`src/rtl/tmr_pkg.sv`:
```
package tmr_pkg;
  localparam int BUS_W    = 32;
  localparam int OFS_CMP  = 'h00;
  localparam int OFS_CNT  = 'h04;
  localparam int OFS_STAT = 'h10;
  localparam int OFS_GO   = 'h14;
  localparam int OFS_HALT = 'h18;
  localparam int OFS_CTL  = 'h20;
  localparam int MODE_BIT = 1;
  localparam int TRIG_BIT = 0;

  typedef enum logic {
    MODE_INTERVAL = 1'b0,
    MODE_FREERUN  = 1'b1
  } tmr_mode_e;
endpackage

```
`src/rtl/tmr_regs.sv`:
```
module tmr_regs
  import tmr_pkg::*;
#(
  parameter int CNT_W  = 32,
  parameter int ADDR_W = 8
) (
  input  logic              clk,
  input  logic              rst_n,
  input  logic              wr_i,
  input  logic [ADDR_W-1:0] addr_i,
  input  logic [BUS_W-1:0]  wdata_i,
  output logic [BUS_W-1:0]  rdata_o,
  input  logic              en_i,
  input  logic [CNT_W-1:0]  cnt_i,
  output logic [CNT_W-1:0]  cmp_o,
  output tmr_mode_e         mode_o,
  output logic              start_o,
  output logic              stop_o
);
  localparam logic [ADDR_W-1:0] A_CMP  = ADDR_W'(OFS_CMP);
  localparam logic [ADDR_W-1:0] A_CNT  = ADDR_W'(OFS_CNT);
  localparam logic [ADDR_W-1:0] A_STAT = ADDR_W'(OFS_STAT);
  localparam logic [ADDR_W-1:0] A_GO   = ADDR_W'(OFS_GO);
  localparam logic [ADDR_W-1:0] A_HALT = ADDR_W'(OFS_HALT);
  localparam logic [ADDR_W-1:0] A_CTL  = ADDR_W'(OFS_CTL);

  logic [CNT_W-1:0] cmp_q;
  tmr_mode_e        mode_q;
  logic             cfg_we;
  logic             unused_wdata;

  assign unused_wdata = ^wdata_i;
  // configuration is frozen while the channel runs
  assign cfg_we  = wr_i && !en_i;
  assign start_o = wr_i && (addr_i == A_GO)   && wdata_i[TRIG_BIT];
  assign stop_o  = wr_i && (addr_i == A_HALT) && wdata_i[TRIG_BIT];
  assign cmp_o   = cmp_q;
  assign mode_o  = mode_q;

  always_ff @(posedge clk) begin
    if (!rst_n) begin
      cmp_q  <= '0;
      mode_q <= MODE_INTERVAL;
    end else if (cfg_we) begin
      if (addr_i == A_CMP) cmp_q <= wdata_i[CNT_W-1:0];
      if (addr_i == A_CTL) mode_q <= tmr_mode_e'(wdata_i[MODE_BIT]);
    end
  end

  always_comb begin
    rdata_o = '0;
    case (addr_i)
      A_CMP:   rdata_o[CNT_W-1:0] = cmp_q;
      A_CNT:   rdata_o[CNT_W-1:0] = cnt_i;
      A_STAT:  rdata_o[0]         = en_i;
      A_CTL:   rdata_o[MODE_BIT]  = mode_q;
      default: rdata_o = '0;
    endcase
  end

  p_cfg_lock_r8: assert property (@(posedge clk) disable iff (!rst_n)
    en_i |=> ($stable(cmp_q) && $stable(mode_q)));

  p_trig_reads_zero_r4: assert property (@(posedge clk) disable iff (!rst_n)
    ((addr_i == A_GO) || (addr_i == A_HALT)) |-> (rdata_o == '0));
endmodule

```
`src/rtl/tmr_core.sv`:
```
module tmr_core
  import tmr_pkg::*;
#(
  parameter int CNT_W = 32
) (
  input  logic             clk,
  input  logic             rst_n,
  input  logic             start_i,
  input  logic             stop_i,
  input  tmr_mode_e        mode_i,
  input  logic [CNT_W-1:0] cmp_i,
  output logic             en_o,
  output logic [CNT_W-1:0] cnt_o,
  output logic             irq_o
);
  logic             en_q;
  logic [CNT_W-1:0] cnt_q;
  logic             irq_q;
  logic             free;

  assign free  = (mode_i == MODE_FREERUN);
  assign en_o  = en_q;
  assign cnt_o = cnt_q;
  assign irq_o = irq_q;

  always_ff @(posedge clk) begin
    if (!rst_n) begin
      en_q  <= 1'b0;
      cnt_q <= '0;
      irq_q <= 1'b0;
    end else begin
      irq_q <= 1'b0;
      if (stop_i) begin
        en_q <= 1'b0;                       // counter holds
      end else if (start_i && !en_q) begin
        en_q  <= 1'b1;
        cnt_q <= free ? '0 : cmp_i;
      end else if (en_q) begin
        if (free) begin
          cnt_q <= cnt_q + CNT_W'(1);
          irq_q <= (cnt_q == cmp_i);
        end else if (cnt_q == '0) begin
          cnt_q <= cmp_i;
          irq_q <= 1'b1;
        end else begin
          cnt_q <= cnt_q - CNT_W'(1);
        end
      end
    end
  end

  p_start_load_r2: assert property (@(posedge clk) disable iff (!rst_n)
    (start_i && !en_q && !stop_i) |=>
      (en_q && (cnt_q == (($past(mode_i) == MODE_FREERUN) ? '0 : $past(cmp_i)))));

  p_start_busy_r2: assert property (@(posedge clk) disable iff (!rst_n)
    (start_i && en_q && free) |=> (cnt_q == $past(cnt_q) + CNT_W'(1)));

  p_stop_freeze_r3: assert property (@(posedge clk) disable iff (!rst_n)
    stop_i |=> (!en_q && $stable(cnt_q)));

  p_idle_hold_r3: assert property (@(posedge clk) disable iff (!rst_n)
    (!en_q && !start_i) |=> $stable(cnt_q));

  p_down_step_r5: assert property (@(posedge clk) disable iff (!rst_n)
    (en_q && !free && !stop_i && (cnt_q != '0)) |=>
      (cnt_q == $past(cnt_q) - CNT_W'(1)));

  p_reload_r5: assert property (@(posedge clk) disable iff (!rst_n)
    (en_q && !free && !stop_i && (cnt_q == '0)) |=> ((cnt_q == $past(cmp_i)) && irq_q));

  p_up_step_r6: assert property (@(posedge clk) disable iff (!rst_n)
    (en_q && free && !stop_i) |=> (cnt_q == $past(cnt_q) + CNT_W'(1)));

  p_match_r7: assert property (@(posedge clk) disable iff (!rst_n)
    (en_q && free && !stop_i && (cnt_q == cmp_i)) |=> irq_q);

  p_irq_running_r9: assert property (@(posedge clk) disable iff (!rst_n)
    irq_q |-> $past(en_q && !stop_i));

  p_irq_pulse_r9: assert property (@(posedge clk) disable iff (!rst_n)
    (irq_q && (free || (cmp_i != '0))) |=> !irq_q);
endmodule

```
`src/rtl/tmr_channel.sv`:
```
module tmr_channel
  import tmr_pkg::*;
#(
  parameter int CNT_W  = 32,
  parameter int ADDR_W = 8
) (
  input  logic              clk,
  input  logic              rst_n,
  input  logic              reg_wr,
  input  logic [ADDR_W-1:0] reg_addr,
  input  logic [31:0]       reg_wdata,
  output logic [31:0]       reg_rdata,
  output logic              irq
);
  logic             en;
  logic [CNT_W-1:0] cnt;
  logic [CNT_W-1:0] cmp;
  tmr_mode_e        mode;
  logic             start;
  logic             stop;

  tmr_regs #(.CNT_W(CNT_W), .ADDR_W(ADDR_W)) u_regs (
    .clk    (clk),
    .rst_n  (rst_n),
    .wr_i   (reg_wr),
    .addr_i (reg_addr),
    .wdata_i(reg_wdata),
    .rdata_o(reg_rdata),
    .en_i   (en),
    .cnt_i  (cnt),
    .cmp_o  (cmp),
    .mode_o (mode),
    .start_o(start),
    .stop_o (stop)
  );

  tmr_core #(.CNT_W(CNT_W)) u_core (
    .clk    (clk),
    .rst_n  (rst_n),
    .start_i(start),
    .stop_i (stop),
    .mode_i (mode),
    .cmp_i  (cmp),
    .en_o   (en),
    .cnt_o  (cnt),
    .irq_o  (irq)
  );
endmodule

```
`config.mk`:
```
export PLATFORM = sky130hd
export DESIGN_NAME = tmr_channel
export DESIGN_NICKNAME = d
export VERILOG_FILES = /design/src/rtl/tmr_pkg.sv /design/src/rtl/tmr_regs.sv /design/src/rtl/tmr_core.sv /design/src/rtl/tmr_channel.sv
export SDC_FILE = /design/constraint.sdc
export NUM_CORES = 1
export LEC_CHECK = 0
export BUFFER_PORTS_ARGS = -buffer_cell sky130_fd_sc_hd__buf_2
export CELL_PAD_IN_SITES_DETAIL_PLACEMENT = 0
export CELL_PAD_IN_SITES_GLOBAL_PLACEMENT = 1
export CORE_ASPECT_RATIO = 1.4
export CORE_MARGIN = 2
export CORE_UTILIZATION = 39
export DETAILED_ROUTE_END_ITERATION = 16
export GPL_TIMING_DRIVEN = 0
export PLACE_DENSITY_LB_ADDON = 0.08
export SYNTH_ARGS = -nofsm -noshare
export SYNTH_HDL_FRONTEND = slang
export SYNTH_HIERARCHICAL = 1
export SYNTH_SLANG_ARGS = --single-unit
```
`constraint.sdc`:
```
create_clock -name clk -period 2.4 [get_ports clk]
set_input_delay 0.24 -clock clk [delete_from_list [all_inputs] [get_ports clk]]
set_output_delay 0.24 -clock clk [all_outputs]
set_load 0.02 [all_outputs]
```
==> results of run 1 <==
[registers in the layout (all words and copies together), names as in the netlist]
name           flops
u_regs/mode_o      1
u_core/cnt_o      32
u_regs/cmp_o      32
u_core/en_o        1
u_core/irq_o       1
[where the power goes]
group          switching, W  internal [W]  leakage (nW)  total (W)
Clock              0.000557       0.00105         0.173    0.00160
Sequential       0.00000291       0.00111         0.544    0.00111
Combinational      0.000177      0.000108          2.24   0.000285
Total              0.000737       0.00226          2.96    0.00300
[cell usage in the layout, fill, tap and decap left out, types with 7 or more instances in the layout]
| cell type | instances |
|---|---|
| nand2_1 | 98 |
| buf_2 | 82 |
| dfxtp_1 | 59 |
| nor2_1 | 57 |
| xnor2_1 | 50 |
| a21oi_1 | 47 |
| buf_4 | 45 |
| a22oi_1 | 37 |
| mux2i_1 | 34 |
| nand3_1 | 26 |
| o21ai_0 | 24 |
| clkbuf_1 | 23 |
| nand4_1 | 22 |
| nor3_1 | 20 |
| xor2_1 | 16 |
| o211ai_1 | 14 |
| clkbuf_2 | 13 |
| buf_6 | 11 |
| clkbuf_16 | 10 |
| and3_1 | 10 |
| a31oi_1 | 10 |
| nor4_1 | 10 |
| nor4_4 | 8 |
| inv_1 | 7 |
[worst min-delay path, cell delays in order]
cell and delay, ns:
buf_2 0.09, nand2_1 0.04, mux2i_1 0.05
[layer usage]
metal,vias up,track usage
met5,-,0
met4,0,0.258
met3,150,0.0721
met2,450,0.597
met1,3383,0.407
li1,3142,-
[through the flow]
step / std cells / power (W) / hold slack (ns) / utilization / setup WS (ns)
after floorplan: 789 / 0.00127 / 0.382 / - / 0.00219
after global placement: 1055 / 0.00137 / 0.486 / 0.437 / -1.26
after detailed placement: 1055 / 0.00138 / 0.496 / 0.437 / -1.25
after CTS: 1089 / 0.00300 / 0.135 / 0.492 / -0.128
after global routing: 1106 / 0.00309 / 0.140 / 0.516 / -0.0894
final: 1106 / 0.00300 / 0.136 / 0.516 / -0.00294
[final cells by class]
| type | count | area (um^2) |
|---|---|---|
| fillers | 1537 | 7190 |
| plain buffers | 74 | 531 |
| multi-input cells | 631 | 4430 |
| flip-flops and latches | 67 | 1360 |
| clock buffers | 10 | 239 |
| well taps | 192 | 240 |
| clock inverters | 6 | 113 |
| repair buffers | 116 | 707 |
| inverters | 10 | 45.0 |
[what timing repair did]
item | 4_1_cts | 5_1_grt
resized for setup | 82 | 69
setup buffers | 22 | 19
cloned | 0 | 1
hold buffers | 0 | 0
pin swaps | 17 | 21
setup endpoints to repair | 44 | 41
hold endpoints to repair | 0 | 0
[final timing paths]
kind                    start               end  slack [ns]
max          u_core/cnt_o[25]  u_core/cnt_o[29]      -0.003
min             reg_wdata[11]  u_regs/cmp_o[11]        0.14
max reg2reg  u_core/cnt_o[25]  u_core/cnt_o[29]      -0.003
min reg2reg   u_regs/cmp_o[8]   u_regs/cmp_o[8]        0.51
[cell families (layout without fill, tap and decap cells)]
group	after synthesis	after routing	synth area share
AO/OA/AOI/OAI	199	199	0.233
XOR/XNOR	67	67	0.100
AND/OR/NAND/NOR	328	328	0.286
multiplexers	34	34	0.0580
flip-flops	67	67	0.229
adder cells (fa/ha/maj)	3	3	0.00640
buffers and inverters	91	216	0.0872
==> flow_metrics.py, run 1 <==
metrics = {
    "logic_synthesis": {
        "syn-cell-area_um2": 5870,
        "synth_top_area_frac": 0.229,
        "synth_cell_type_count": 77,
        "yosysMostFrequentCell": "nand2_1",
        "ys_seq_area_frac": 0.229,
        "ys.flop_type": "dfxtp_1",
        "ys_seq_elements": 67,
        "syn_nets": 835,
        "synth_edf_count": 0,
        "ys_warn_count": 6,
        "yosysTopAreaCell": "dfxtp_1",
        "syn_inst": 789,
        "synthTopCellsByArea": "dfxtp_1 (23%), xnor2_1 (7.6%), nand2_1 (6.4%)",
        "synthArstFlopShare": 0,
        "syn_area_per_cell_um2": 7.44,
        "yosys-top-cells-count": "nand2_1 (100), dfxtp_1 (67), nor2_1 (66)",
    },
    "floorplan": {
        "rows": 53,
        "core_area_um2": 14900,
        "die_h_um": 149,
        "die_area_um2": 16100,
        "start_util": 0.395,
        "ios": 76,
        "die_w_um": 108,
    },
    "pwr": {
        "cellPowerDensity_nw_per_um2": 392,
        "p_leak_nw": 2.96,
        "max-vdd-ir-drop_mv": 0.265,
    },
    "sta": {
        "maxSlewHeadroom": 0.350,
        "fmax_ghz": 0.416,
        "rsz0062_at_grt": "yes",
        "fin_setup_tns_ns": -0.00717,
        "fin_crit_sh": 1.00,
        "finalWorstSetupSlack_ns": -0.00294,
        "setup_viol": 3,
        "slew_viol_final": 0,
        "finClkSkew_ns": 0.00822,
        "tightest_slew_ns": 0.971,
        "hold_violations": 0,
        "fin_crit_ns": 2.40,
    },
    "routing": {
        "vias_per_cell": 6.44,
        "drt-met1-wl_um": 10600,
        "wl_met2_um": 13900,
        "vias": 7125,
        "drc": 0,
        "topRoutingLayerUsed": "met4",
        "wl_um": 29200,
        "wl_per_cell_um": 26.4,
        "drt_iter0_markers": 731,
        "drtPass1Iterations": 7,
        "wl_met3_um": 2420,
        "final_antenna_net_count": 0,
    },
    "worst_setup_path": {
        "cpMaxStageDelayCell": "or4_4",
        "critical_path_class": "flop to flop",
        "critPathArrivalTime_ns": 2.68,
        "slowest_delay_ns": 0.53,
        "crit_fanout": 7,
        "cp_num_cells": 8,
        "cp-end-kind": "flop",
        "required_ns": 2.68,
        "crit_family": "simple AND/OR/NAND/NOR gates",
        "setup.worst_path.start_class": "flop",
        "reg2reg_depth": 8,
        "crit_buf_inv": 2,
        "cp_cell_sequence": "buf_6, or4_4, or3_4, buf_4, nor3_4, nor3_1, or4_1, a21oi_2",
    },
    "clocking": {
        "cts_max_level": 3,
        "ctsLongestPathBuffers": 2,
        "cts_tree": "done",
        "cts_root_buffer": "clkbuf_16",
        "cts.clk_slew.worst_paths_ns": 0.06,
        "cts_buffers": 9,
        "clock-sinks": 67,
        "clk-insertion-delay-late_ns": 0.35,
    },
    "global_routing": {
        "grt_start_max_net_pins": 13,
        "grt_pass1_vias": 6628,
        "grt_util_all_layers": 0.360,
        "antenna_found_initial": 0,
        "overflow": 0,
        "grt_pass1_wl_um": 41900,
    },
    "hold_path": {
        "hold_path_depth": 3,
        "hp-class": "input pin to flop",
    },
    "place": {
        "port_buffers": 74,
        "gp_congestion": 1.04,
        "place_area_um2": 6490,
        "hpwlAfterDp_um": 21000,
    },
    "layout": {
        "drive_gt1_frac": 0.292,
        "antenna_cells": 0,
        "finalInstanceArea_um2": 7660,
        "fin_nets": 955,
        "syn_to_final_growth_pct": 30.6,
    },
    "outcome": {
        "violations": "setup timing",
        "status": "finished, violations left",
    },
    "flow_run": {
        "drv_cap": 0,
    },
}
No activity file was read; power rests on OpenSTA's default activity.
==> run 2: changes to the inputs <==
--- a/config.mk
+++ b/config.mk
@@ -6,10 +6,11 @@
 export NUM_CORES = 1
 export LEC_CHECK = 0
 export BUFFER_PORTS_ARGS = -buffer_cell sky130_fd_sc_hd__buf_2
+export CAP_MARGIN = 10
 export CELL_PAD_IN_SITES_DETAIL_PLACEMENT = 0
 export CELL_PAD_IN_SITES_GLOBAL_PLACEMENT = 1
 export CORE_ASPECT_RATIO = 1.4
-export CORE_MARGIN = 2
+export CORE_MARGIN = 1.5
 export CORE_UTILIZATION = 39
 export DETAILED_ROUTE_END_ITERATION = 16
 export GPL_TIMING_DRIVEN = 0
==> flow_metrics.py, run 2 (synthesis gave the netlist of run 1 again) <==
metrics = {
    "layout": {
        "antenna_cells": 0,
        "fin_nets": 955,
        "nFillCells": 1483,
        "finalInstanceArea_um2": 7680,
        "layout_commonest_cell": "nand2_1",
        "utilization": 0.527,
        "most-common-layout-cells": "nand2_1 (98), buf_2 (81), dfxtp_1 (59)",
        "drive_gt1_frac": 0.298,
        "syn_to_final_growth_pct": 30.9,
    },
    "routing": {
        "wl_um": 29400,
        "drc": 0,
        "vias": 7025,
        "vias_per_cell": 6.37,
        "drt_iter0_markers": 732,
        "wl_per_cell_um": 26.7,
        "drtPass1Iterations": 6,
        "final_antenna_net_count": 0,
    },
    "clocking": {
        "cts_max_level": 3,
        "clock-sinks": 67,
        "cts_hold_buf": 0,
        "cts_tree": "done",
        "cts.clk_slew.worst_paths_ns": 0.07,
        "ctsLongestPathBuffers": 2,
        "cts_buffers": 9,
        "cts_root_buffer": "clkbuf_16",
        "clk-insertion-delay-late_ns": 0.35,
    },
    "worst_setup_path": {
        "cp_cell_sequence": "buf_6, nor4_4, nand4_1, buf_4, clkbuf_2, o41ai_1, o21ai_0, a221oi_1, a21oi_1",
        "slowest_delay_ns": 0.36,
        "crit_buf_inv": 3,
        "cp-end-kind": "flop",
        "cpMaxStageDelayCell": "o41ai_1",
        "critPathArrivalTime_ns": 2.65,
        "crit_fanout": 10,
        "crit_family": "compound AO/OA/AOI/OAI gates",
        "critical_path_class": "flop to flop",
        "required_ns": 2.63,
        "setup.worst_path.start_class": "flop",
    },
    "hold_path": {
        "hp-class": "input pin to flop",
    },
    "sta": {
        "rsz0062_at_grt": "yes",
        "fin_crit_sh": 1.01,
        "fin_crit_ns": 2.42,
        "finalWorstSetupSlack_ns": -0.0215,
        "slew_viol_final": 0,
        "maxSlewHeadroom": 0.316,
        "tightest_slew_ns": 1.03,
        "setup_viol": 2,
        "finClkSkew_ns": 0.0155,
        "fmax_ghz": 0.413,
        "fin_setup_tns_ns": -0.0403,
        "hold_violations": 0,
    },
    "floorplan": {
        "die_h_um": 148,
        "ios": 76,
        "start_util": 0.403,
        "core_area_um2": 14600,
        "die_w_um": 107,
        "rows": 52,
        "die_area_um2": 15800,
    },
    "place": {
        "gp_congestion": 1.01,
        "port_buffers": 74,
        "place_area_um2": 6480,
        "hpwlAfterDp_um": 21000,
        "place_ws_ns": -1.45,
    },
    "global_routing": {
        "overflow": 0,
        "grt_start_max_net_pins": 12,
        "grt_pass1_wl_um": 42500,
        "grt_pass1_vias": 6619,
        "grt_util_all_layers": 0.369,
        "antenna_found_initial": 0,
    },
    "outcome": {
        "status": "finished, violations left",
        "violations": "setup timing",
    },
    "pwr": {
        "swShare": 0.263,
        "cellPowerDensity_nw_per_um2": 363,
        "power_frac_comb": 0.107,
        "max-vdd-ir-drop_mv": 0.247,
        "p_leak_nw": 2.93,
        "p_int_w": 0.00206,
        "seqPwrFrac": 0.399,
        "total_power_w": 0.00279,
        "p_switching_w": 0.000732,
        "p_clk_frac": 0.494,
    },
    "flow_run": {
        "drv_cap": 0,
    },
}
==> run 2: changes by cell type in the layout (fill, tap and decap cells not counted), moves of 2 or more <==
cell	change
buf_4	-6
clkbuf_1	+3
bufinv_16	-2
clkinv_2	+2
dfxtp_2	-2
dfxtp_4	+2
nor2_4	+2
==> run 2: area by class of cell <==
class	count	area, um^2	share of cell area
plain buffers	77	588	0.0766
clock buffers	11	243	0.0316
clock inverters	5	52.6	0.00684
inverters	10	47.5	0.00619
multi-input cells	631	4460	0.581
flip-flops and latches	67	1360	0.177
well taps	189	236	0.0308
repair buffers	113	688	0.0896
==> run 2: per-layer routing <==
layer,up-vias,routed length [um],GRT usage,part of all wire
li1,3146,-,-,-
met1,3343,10800,0.424,0.37
met2,408,13900,0.610,0.47
met3,128,2230,0.0596,0.076
met4,0,2460,0.282,0.084
met5,-,0,0,0
==> run 2: per-stage QoR <==
step / hold WS [ns] / instances
detailed placement: 0.493 / 1052
CTS: 0.127 / 1078
global placement: 0.486 / 1052
finish: 0.133 / 1103
floorplan: 0.382 / 789
global route: 0.137 / 1103
==> run 2: worst register-to-register path, delay by kind of cell, from the launching register on <==
family | cells | cell delay [ns]
buffers and inverters | 3 | 0.55
flip-flops | 1 | 0.32
AND/OR/NAND/NOR | 2 | 0.52
AO/OA/AOI/OAI | 4 | 0.91
==> run 2: what timing repair did <==
action	4_1_cts	5_1_grt
buffers inserted	12	26
gates cloned	0	1
gates resized for setup	96	74
pin swaps	6	18
endpoints found under the setup margin	64	42
==> run 2: final timing paths <==
path	from	end	slack, ns	cells after the start
max	u_core/cnt_o[10]	u_core/cnt_o[22]	-0.02	9
min	reg_wdata[15]	u_regs/cmp_o[15]	0.13	3
max reg2reg	u_core/cnt_o[10]	u_core/cnt_o[22]	-0.02	9
min reg2reg	u_regs/cmp_o[10]	u_regs/cmp_o[10]	0.51	2
==> run 2: power by group through the flow <==
stage	registers, W	logic (W)	clock network, W
2_1_floorplan	0.00114	0.000128	0
3_5_place_dp	0.00114	0.000237	0
5_1_grt	0.00111	0.000313	0.00144
3_3_place_gp	0.00114	0.000234	0
6_report	0.00111	0.000299	0.00138
4_1_cts	0.00112	0.000266	0.00140
